## config.mk

```make
export PLATFORM = sky130hd
export DESIGN_NAME = ifl_fetch_ctrl
export DESIGN_NICKNAME = d
export VERILOG_FILES = /design/src/rtl/ifl_pkg.sv /design/src/rtl/ifl_sat_cnt.sv /design/src/rtl/ifl_lane_pick.sv /design/src/rtl/ifl_fetch_ctrl.sv
export SDC_FILE = /design/constraint.sdc
export NUM_CORES = 1
export LEC_CHECK = 0
export ABC_AREA = 1
export BUFFER_PORTS_ARGS = -buffer_cell sky130_fd_sc_hd__buf_2
export CORE_AREA = 8 8 322 324
export DETAILED_ROUTE_END_ITERATION = 12
export DIE_AREA = 0 0 330 332
export GPL_ROUTABILITY_DRIVEN = 0
export PLACE_DENSITY_LB_ADDON = 0.05
export SYNTH_ARGS = -nofsm -noshare
export SYNTH_HDL_FRONTEND = slang
export SYNTH_SLANG_ARGS = --single-unit
```

## constraint.sdc

```tcl
create_clock -name clk -period 6.8 [get_ports clk]
set_input_delay 0.34 -clock clk [delete_from_list [all_inputs] [get_ports clk]]
set_output_delay 0.34 -clock clk [all_outputs]
set_load 0.01 [all_outputs]
```

## src/rtl/ifl_pkg.sv

```systemverilog
package ifl_pkg;
  typedef enum logic [2:0] {
    ST_RUN    = 3'd0,
    ST_FETCH  = 3'd1,
    ST_WRETRY = 3'd2,
    ST_WRESP  = 3'd3,
    ST_RBLK   = 3'd4
  } ifl_state_e;
endpackage

```

## src/rtl/ifl_sat_cnt.sv

```systemverilog
module ifl_sat_cnt #(
  parameter int W = 32
) (
  input  logic         clk,
  input  logic         rst_n,
  input  logic         inc,
  output logic [W-1:0] cnt
);
  localparam logic [W-1:0] MAXV = '1;

  always_ff @(posedge clk) begin
    if (!rst_n)                 cnt <= '0;
    else if (inc && cnt != MAXV) cnt <= cnt + 1'b1;
  end

  // a full counter stays full
  p_sat_hold_r10: assert property (@(posedge clk) disable iff (!rst_n)
    (cnt == MAXV && inc) |=> cnt == MAXV);
endmodule

```

## src/rtl/ifl_lane_pick.sv

```systemverilog
module ifl_lane_pick #(
  parameter int ADDR_W     = 32,
  parameter int LINE_BYTES = 32,
  parameter int LANES      = 4,
  parameter int FW_W       = 3,
  parameter int BUF_W      = 4
) (
  input  logic                    clk,
  input  logic                    rst_n,
  input  logic                    ena,
  input  logic [ADDR_W-1:0]       pc,
  input  logic [LINE_BYTES*8-1:0] line,
  input  logic [FW_W-1:0]         width,
  input  logic [BUF_W-1:0]        buf_free,
  input  logic [LANES-1:0]        pred,
  output logic [LANES-1:0]        valid,
  output logic [LANES*32-1:0]     inst,
  output logic [LANES*ADDR_W-1:0] lane_pc,
  output logic [LANES*ADDR_W-1:0] lane_npc,
  output logic [ADDR_W-1:0]       adv
);
  localparam int WORDS = LINE_BYTES / 4;
  localparam int OFF_W = $clog2(LINE_BYTES);
  localparam int IDX_W = OFF_W - 2;

  logic [IDX_W-1:0] word0;
  logic [LANES-1:0] lane_ok;
  assign word0 = pc[OFF_W-1:2];

  for (genvar k = 0; k < LANES; k++) begin : g_lane
    logic [IDX_W-1:0]  idx;
    logic [ADDR_W-1:0] lpc;
    assign idx = word0 + IDX_W'(k);
    assign lpc = pc + ADDR_W'(4 * k);
    assign lane_ok[k] = ena && (32'(width) > k) && (32'(buf_free) > k)
                        && ((32'(word0) + k) < WORDS);
    if (k == 0) begin : g_first
      assign valid[0] = lane_ok[0];
    end else begin : g_rest
      assign valid[k] = valid[k-1] && !pred[k-1] && lane_ok[k];
      // nothing follows a predicted-taken lane
      p_pred_stop_r6: assert property (@(posedge clk) disable iff (!rst_n)
        (valid[k-1] && pred[k-1]) |-> !valid[k]);
      // lanes are contiguous from lane 0
      p_contig_r5: assert property (@(posedge clk) disable iff (!rst_n)
        valid[k] |-> valid[k-1]);
    end
    assign inst[32*k +: 32]         = line[32*idx +: 32];
    assign lane_pc[ADDR_W*k +: ADDR_W]  = lpc;
    assign lane_npc[ADDR_W*k +: ADDR_W] = lpc + ADDR_W'(4);
  end

  assign adv = ADDR_W'($countones(valid)) << 2;

  // lane count bounded by both limits
  p_limit_r5: assert property (@(posedge clk) disable iff (!rst_n)
    ($countones(valid) <= 32'(width)) && ($countones(valid) <= 32'(buf_free)));
endmodule

```

## src/rtl/ifl_fetch_ctrl.sv

```systemverilog
module ifl_fetch_ctrl
  import ifl_pkg::*;
#(
  parameter int ADDR_W     = 32,
  parameter int LINE_BYTES = 32,
  parameter int LANES      = 4,
  parameter int ID_W       = 4,
  parameter int BUF_W      = 4,
  parameter int REG_W      = 8,
  parameter int FW_W       = $clog2(LANES + 1),
  parameter logic [ADDR_W-1:0] RESET_PC = '0
) (
  input  logic                    clk,
  input  logic                    rst_n,
  input  logic                    redir_valid_i,
  input  logic [ADDR_W-1:0]       redir_pc_i,
  input  logic [FW_W-1:0]         fetch_width_i,
  input  logic [BUF_W-1:0]        buf_free_i,
  input  logic [REG_W-1:0]        free_regs_i,
  input  logic [LANES-1:0]        pred_taken_i,
  output logic                    req_valid_o,
  output logic [ADDR_W-1:0]       req_addr_o,
  output logic [ID_W-1:0]         req_id_o,
  input  logic                    req_ready_i,
  input  logic                    retry_i,
  input  logic                    rsp_valid_i,
  input  logic [ID_W-1:0]         rsp_id_i,
  input  logic [LINE_BYTES*8-1:0] rsp_data_i,
  output logic [LANES-1:0]        out_valid_o,
  output logic [LANES*32-1:0]     out_inst_o,
  output logic [LANES*ADDR_W-1:0] out_pc_o,
  output logic [LANES*ADDR_W-1:0] out_npc_o,
  output logic [31:0]             stall_cnt_o,
  output logic [31:0]             line_cnt_o,
  output logic [31:0]             drop_cnt_o
);
  localparam int LINE_BITS = LINE_BYTES * 8;
  localparam logic [ADDR_W-1:0] OFF_MASK = ADDR_W'(LINE_BYTES - 1);

  function automatic logic [ADDR_W-1:0] line_base(input logic [ADDR_W-1:0] a);
    return a & ~OFF_MASK;
  endfunction

  ifl_state_e            st;
  logic [ADDR_W-1:0]     pc, base;
  logic [ID_W-1:0]       cur_id;
  logic                  line_vld;
  logic [LINE_BITS-1:0]  line_q;
  logic [ADDR_W-1:0]     adv;

  // named internal events
  logic in_line, ev_accept, ev_drop, ev_refuse, ev_stall, deliver_en;
  assign in_line    = line_vld && (line_base(pc) == base);
  assign ev_accept  = rsp_valid_i && st == ST_WRESP && rsp_id_i == cur_id && !redir_valid_i;
  assign ev_drop    = rsp_valid_i && !ev_accept;
  assign ev_refuse  = req_valid_o && !req_ready_i;
  assign ev_stall   = (st == ST_WRETRY) || (st == ST_WRESP);
  assign deliver_en = st == ST_RUN && in_line && free_regs_i != '0 && !redir_valid_i;

  assign req_valid_o = (st == ST_FETCH) || (st == ST_WRETRY && retry_i);
  assign req_addr_o  = line_base(pc);
  assign req_id_o    = cur_id;

  always_ff @(posedge clk) begin
    if (!rst_n) begin
      st       <= ST_RUN;
      pc       <= RESET_PC;
      base     <= '0;
      cur_id   <= '0;
      line_vld <= 1'b0;
      line_q   <= '0;
    end else if (redir_valid_i) begin
      pc       <= redir_pc_i;
      line_vld <= 1'b0;
      cur_id   <= cur_id + 1'b1;
      st       <= ST_FETCH;
    end else begin
      unique case (st)
        ST_RUN: begin
          if (!in_line) begin
            cur_id <= cur_id + 1'b1;
            st     <= ST_FETCH;
          end else if (free_regs_i == '0) begin
            st <= ST_RBLK;
          end else begin
            pc <= pc + adv;
          end
        end
        ST_FETCH: begin
          base <= line_base(pc);
          st   <= req_ready_i ? ST_WRESP : ST_WRETRY;
        end
        ST_WRETRY: if (retry_i && req_ready_i) st <= ST_WRESP;
        ST_WRESP: if (ev_accept) begin
          line_q   <= rsp_data_i;
          line_vld <= 1'b1;
          st       <= ST_RUN;
        end
        ST_RBLK: if (free_regs_i != '0) st <= ST_RUN;
        default: st <= ST_RUN;
      endcase
    end
  end

  ifl_lane_pick #(
    .ADDR_W(ADDR_W), .LINE_BYTES(LINE_BYTES), .LANES(LANES),
    .FW_W(FW_W), .BUF_W(BUF_W)
  ) u_pick (
    .clk(clk), .rst_n(rst_n), .ena(deliver_en), .pc(pc), .line(line_q),
    .width(fetch_width_i), .buf_free(buf_free_i), .pred(pred_taken_i),
    .valid(out_valid_o), .inst(out_inst_o), .lane_pc(out_pc_o),
    .lane_npc(out_npc_o), .adv(adv)
  );

  ifl_sat_cnt #(.W(32)) u_stall (.clk(clk), .rst_n(rst_n), .inc(ev_stall),  .cnt(stall_cnt_o));
  ifl_sat_cnt #(.W(32)) u_lines (.clk(clk), .rst_n(rst_n), .inc(ev_accept), .cnt(line_cnt_o));
  ifl_sat_cnt #(.W(32)) u_drops (.clk(clk), .rst_n(rst_n), .inc(ev_drop),   .cnt(drop_cnt_o));

  // refused request is replayed unchanged
  p_refuse_hold_r2: assert property (@(posedge clk) disable iff (!rst_n)
    (ev_refuse && !redir_valid_i) |=> ($stable(req_addr_o) && $stable(req_id_o)));
  // single outstanding request
  p_single_out_r2: assert property (@(posedge clk) disable iff (!rst_n)
    (req_valid_o && req_ready_i && !redir_valid_i) |=> !req_valid_o);
  // every dropped response is counted
  p_drop_count_r3: assert property (@(posedge clk) disable iff (!rst_n)
    (ev_drop && drop_cnt_o != '1) |=> drop_cnt_o == $past(drop_cnt_o) + 32'd1);
  // nothing delivered outside the run state
  p_no_deliver_r7: assert property (@(posedge clk) disable iff (!rst_n)
    (st != ST_RUN) |-> out_valid_o == '0);
  // no delivery without free registers
  p_no_regs_r8: assert property (@(posedge clk) disable iff (!rst_n)
    (free_regs_i == '0) |-> out_valid_o == '0);
  // redirect starts a fresh fetch
  p_redir_r9: assert property (@(posedge clk) disable iff (!rst_n)
    redir_valid_i |=> (st == ST_FETCH && !line_vld && out_valid_o == '0));
endmodule

```

Word level (Yosys, flattened, before mapping)
Index checks and enable logic that the tools add are counted.
- output and inout port bits: 521
- bits of input ports: 317
- flip-flop bits (word level): 419
- word-level logic and storage cells: 133
- add/sub/neg operators: 20
- eq/ne operators: 19
- reduce and logical (&&, ||, !) cells: 51
- shift-type cells: 4
- multiplexer cells: 15
- bitwise operators: 2
- magnitude comparators: 12
- operators with widths (kind ; number):
    $shiftx 256x9->32 ; 4
    $add 32x3->32 const B ; 4
    $mux 32 ; 4
    $add 32x1->32 const B ; 3
    $lt 32x4->1 const B ; 3
    $ne 32x32->1 const B ; 3
    $add 32x4->32 const B ; 2
    $add 32x32->32 ; 1
    $logic_and 1x1->1 ; 31
    $add 30x30->30 ; 1
    $eq 27x27->1 ; 1
    $mux 3 ; 5
    $pmux 3 s5 ; 1
    $mux 4 ; 3
    $add 3x2->4 const B ; 2
    $gt 4x1->1 const B ; 2
    $gt 4x2->1 const B ; 2
    $logic_not 8->1 ; 1
    $ne 2x2->1 const B ; 4
    $reduce_and 4->1 ; 2
    $reduce_bool 8->1 ; 1
    $add 3x2->3 const B ; 2
    $eq 3x2->1 const B ; 2
    $gt 3x1->1 const B ; 2
    22 further kinds ; 37

Longest topological paths before layout
- depth after elaboration: 21
- gate-level depth with buffers: 29

By module
A second synthesis with hierarchy kept.
- cells, all modules: 5342
- area total of the unflattened synthesis: 32840.2 sq um
- by module, submodules not included (module ; area each (sq um) ; instances ; cells each ; seq. area each (sq um)):
    ifl_fetch_ctrl ; 14835.5 ; 1 ; 2170 ; 6466.2
    ifl_lane_pick ; 12269.3 ; 1 ; 2200 ; 0.0
    ifl_sat_cnt ; 1911.8 ; 3 ; 324 ; 640.6

Worst setup path after synthesis
OpenSTA, ideal clock, no wires.
- path kind: register to register
- from: reg pc[3]
- to: reg pc[20]
- cell stages (with the launch flop): 23
- buffers on the path: 4
- required time: 6684 ps
- setup slack: 1813 ps
- library setup time: 116 ps
- period minus slack after synthesis: 4987 ps
- arrival time: 4871 ps
- cells stage by stage: dfxtp_1 -> buf_2 -> inv_1 -> clkbuf_1 -> clkbuf_1 -> clkbuf_1 -> ha_1 -> nand2_1 -> nand4_1 -> or2_2 -> nor2_1 -> ha_1 -> ha_1 -> inv_1 -> fa_1 -> fa_1 -> o21ai_0 -> nand2_1 -> nor2_1 -> nand2_1 -> xor2_1 -> nor2_1 -> nor2_1
- longest elaborated chain between the ends: 15
- elaborated cells on any way between the ends: 25
- those cells by class: add/sub: 7; order compare: 4; mux: 4; reduce/logical: 10
- ends and longest elaborated chain (element ; RTL line ; RTL):
    start, declared ; ifl_fetch_ctrl.sv:45 ; logic [ADDR_W-1:0] pc, base;
    start signal, assigned ; ifl_fetch_ctrl.sv:73 ; pc <= redir_pc_i;
    start signal, assigned ; ifl_fetch_ctrl.sv:86 ; pc <= pc + adv;
    $add 3x1->4 or $lt 3x4->1 (tied branches) ; ifl_lane_pick.sv:36 ; && ((32'(word0) + k) < WORDS);
    $lt 32x4->1 or $logic_and 1x1->1 (tied branches) ; ifl_lane_pick.sv:36 ;
    $logic_and 1x1->1, on equally long branches ; ifl_lane_pick.sv:36, ifl_lane_pick.sv:40 ;
    $logic_and 1x1->1 (4 in series) ; ifl_lane_pick.sv:40 ; assign valid[k] = valid[k-1] && !pred[k-1] && lane_ok[k];
    $logic_and 1x1->1 (*) ; ifl_lane_pick.sv:40 ;
    named net out_valid_o[3] ; ifl_fetch_ctrl.sv:29 ; output logic [LANES-1:0] out_valid_o,
    $add 1x1->2 (implied by the code) (*) ; ifl_lane_pick.sv:53 ; assign adv = ADDR_W'($countones(valid)) << 2;
    $add 30x30->30 (implied by the code) (*) ; ifl_lane_pick.sv:53 ;
    $add 32x32->32 (*) ; ifl_fetch_ctrl.sv:86 ;
    $mux 32 (*) ; ifl_fetch_ctrl.sv:83 ; end else if (free_regs_i == '0) begin
    $mux 32 (*) ; ifl_fetch_ctrl.sv:80 ; if (!in_line) begin
    $mux 32 (*) ; ifl_fetch_ctrl.sv:78 ; unique case (st)
    $mux 32 (*) ; ifl_fetch_ctrl.sv:72 ; end else if (redir_valid_i) begin
The timed path passes the listed nets; every way through them passes the cells marked *. The select of a mux whose other input is x is not followed.
A chain may end at the register's enable or synchronous reset.

Worst setup path in the final report
- from: reg pc[16]
- to: reg pc[16]
- longest elaborated chain between the ends: 21
- elaborated cells on any way between the ends: 33
- those cells by class: add/sub: 4; eq/ne: 1; mux: 4; reduce/logical: 24
- ends and longest elaborated chain (element ; RTL line ; RTL):
    $eq 27x27->1 ; ifl_fetch_ctrl.sv:53 ; assign in_line = line_vld && (line_base(pc) == base);
    $logic_and 1x1->1 ; ifl_fetch_ctrl.sv:53 ;
    $logic_and 1x1->1 (3 in series) ; ifl_fetch_ctrl.sv:58 ; assign deliver_en = st == ST_RUN && in_line && free_regs_i != '0 && !redir_valid_i;
    $logic_and 1x1->1 (2 in series) ; ifl_lane_pick.sv:35 ; assign lane_ok[k] = ena && (32'(width) > k) && (32'(buf_free) > k)
    $logic_and 1x1->1 ; ifl_lane_pick.sv:36 ;
    $logic_and 1x1->1 (6 in series) ; ifl_lane_pick.sv:40 ;
    $add 1x1->2 (implied by the code) ; ifl_lane_pick.sv:53 ;
    $add 30x30->30 (implied by the code) ; ifl_lane_pick.sv:53 ;
    $add 32x32->32 ; ifl_fetch_ctrl.sv:86 ;
    $mux 32 ; ifl_fetch_ctrl.sv:83 ;
    $mux 32 ; ifl_fetch_ctrl.sv:80 ;
    $mux 32 ; ifl_fetch_ctrl.sv:78 ;
    $mux 32 ; ifl_fetch_ctrl.sv:72 ;
Several ways; a longest one is shown, not always the timed one. The select of a mux whose other input is x is not followed.

==> out/results.tsv <==
metric	value	unit
cp.arrival	5.99	ns
path_delay_family	simple AND/OR/NAND/NOR gates	
synth-compound-area-share	16.2	%
post-route-min-period	5.46	ns
gr-max-usage-layer	met2	
status	finished, final reports clean	
drtIter0Drc	3018	
peakVddDrop	0.180	mV
clk_latency	0.63	ns
syn_inst	4769	
numCtsBuffers	54	
num_vias	35462	
synthSimpleGateAreaFrac	33.2	%
critical_path_buf_inv_count	4	
antenna_found_initial	32	
pin_count	838	
period_share	80.3	%
tightest_slew	1.19	ns
cts-root-buf	clkbuf_16	
fp.dieArea	0.110	sq mm
cts_buffer_depth	3	
synth_area_per_cell	6.36	sq um
num-nets-final	5829	
cp.required	7.33	ns
drt-wirelength-per-cell	25.2	um
met3_usage	6.15	%
grt.met2_usage	52.1	%
finClkSkew	0.0309	ns
cts_tree	built	
port_buffers	831	
synth_seq_cells	419	
ys_seq_area_share	27.7	%
synthMuxAreaShare	8.45	%
setup-tns-final	0	ns
grt_max_degree	172	
hpwlAfterDp	139	mm
synth_cell_types	45	
grt_first_pass_wirelength	243	mm
rsz0062_at_grt	no	
hold_viol	0	
cp-start-kind	flop	
syn2layout_area_growth	25.7	%
wl	173	mm
final_util	38.5	%
grtUsageTotal	30.0	%
fmax	0.183	GHz
power_density	183	mW/mm^2
clkSinkCount	419	
cts.clk_slew.worst_paths	0.06	ns
mostFrequentLayoutCell	nor2_1	
crit_path_end_kind	flop	
slew_violations	0	
die_y	332	um
synth-edff-count	0	
cts-htree-levels	2	
vias_per_cell	5.17	
ys_async_sr_fraction	0	%
maxCapViolCount	0	
final_antenna_net_count	0	
core-area	0.0990	sq mm
slew_headroom	21.0	%
critPathSlowestCell	dfxtp_1	
setup_violations	0	
drive_above_1_share	19.7	%
start_util	30.6	%
grt_pass1_vias	33505	
gr-total-overflow	0	
criticalPathCategory	flop to flop	
slowest_delay	0.69	ns
ys_warn_count	0	
layout_common_cells	nor2_1, nand2_1, buf_2	
first_pass_iters	5	
synth_xor_xnor_area_share	4.27	%
synthAdderAreaFrac	0.792	%
crit_path_max_fanout	14	
met1_usage	34.4	%
ys.flop_type	dfxtp_1	
post-cts-setup-buffer-count	0	
row_count	116	
min-delay-path-class	input port to flop	
leakage	0.0168	uW
synth_top_family_by_area	simple AND/OR/NAND/NOR gates	
syn_area	0.0303	sq mm
drc_errors	0	
dieWidth	330	um
cell type report:
class | instances | area [sq um]
multi-input combinational | 3724 | 19100
antenna | 18 | 45.0
clock buffer | 84 | 1670
sequential | 419 | 8400
timing repair buffer | 1028 | 6060
clock inverter | 17 | 174
tap | 1298 | 1620
fill | 10994 | 60900
inverter | 267 | 1010
path summary, 6_finish.rpt:
kind | depth (start not counted) | startpoint | slack, ns | endpoint
setup / recovery | 26 | pc[16] | 1.34 | pc[16]
hold / removal | 3 | rsp_data_i[153] | 0.02 | line_q[153]
setup reg to reg | 26 | pc[16] | 1.34 | pc[16]
hold reg to reg | 2 | line_vld | 0.48 | line_vld
tightest hold or removal path, stage by stage:
cell and delay, ns:
buf_2 0.08, o21ai_0 0.10, nor2_1 0.09
cells by family (layout without fill, tap and decap cells):
kind of cell               after synthesis  after routing
and+or+nand+nor                       2415           2415
buffers and inverters                  630           1396
xor gates and xnor gates               147            147
adders and majority gates               18             18
muxes                                  256            256
AOI/OAI and AO/OA                      883            883
DFF                                    419            419
other                                    1             23
metrics by stage:
step	area (sq um)	instances	setup WS [ns]	hold WS, ns	power [uW]
6_report	38100	6855	1.34	0.0186	6980
5_1_grt	38100	6845	0.899	0.0242	7240
4_1_cts	38100	6837	1.34	0.000546	7040
3_5_place_dp	34700	6580	1.37	0.472	3910
3_3_place_gp	34700	6580	1.54	0.456	3920
2_1_floorplan	30300	4773	1.81	0.444	3320
flip-flops by register name, summed over array words and instances (netlist names):
name / cells
line_vld: 1
line_q: 256
st: 3
u_lines.cnt: 32
base: 27
req_id_o: 4
pc: 32
u_drops.cnt: 32
u_stall.cnt: 32
cell usage after synthesis, types with 2 or more instances:
library cell	instances	area, sq um
nor2_1	1101	4130
nand2_1	860	3230
o21ai_0	602	3010
dfxtp_1	419	8390
mux2i_1	256	2560
inv_1	246	923
nand3_1	207	1040
clkbuf_1	185	694
a21oi_1	133	666
o22a_1	128	1120
xor2_1	115	1010
buf_4	99	743
nor3_1	68	340
buf_2	66	330
nand4_1	51	319
nor2_2	35	219
xnor2_1	31	272
nand2_2	27	169
nor2_4	21	236
inv_2	17	63.8
ha_1	16	200
o21ai_1	11	55.1
buf_1	10	37.5
nand3_2	9	90.1
nor4_1	7	43.8
nand2_4	6	67.6
nor3b_1	6	45.0
and3_1	5	31.3
clkinv_1	4	15.0
nor3_2	4	40.0
o31ai_1	3	22.5
and2_1	2	12.5
buf_6	2	22.5
fa_1	2	40.0
nand3b_1	2	15.0
nor2_8	2	40.0
o21bai_1	2	15.0
or2_2	2	12.5
timing repair:
item | CTS | global route
hold buffers | 156 | 0
resized for setup | 0 | 0
hold endpoints to repair | 156 | 0
per-layer routing:
metal | up-vias | part of all wire, %
met5 | - | 0.028
met4 | 8 | 6.1
met3 | 309 | 7.3
met2 | 1414 | 48
met1 | 16712 | 38
li1 | 17019 | -
power breakdown:
group,leakage (uW),internal (uW),total (uW),switching (uW)
registers,0.00339,2490,2550,61.0
logic,0.0125,475,1400,922
clock network,0.000910,1760,3030,1270
No activity file was read; power rests on OpenSTA's default activity.
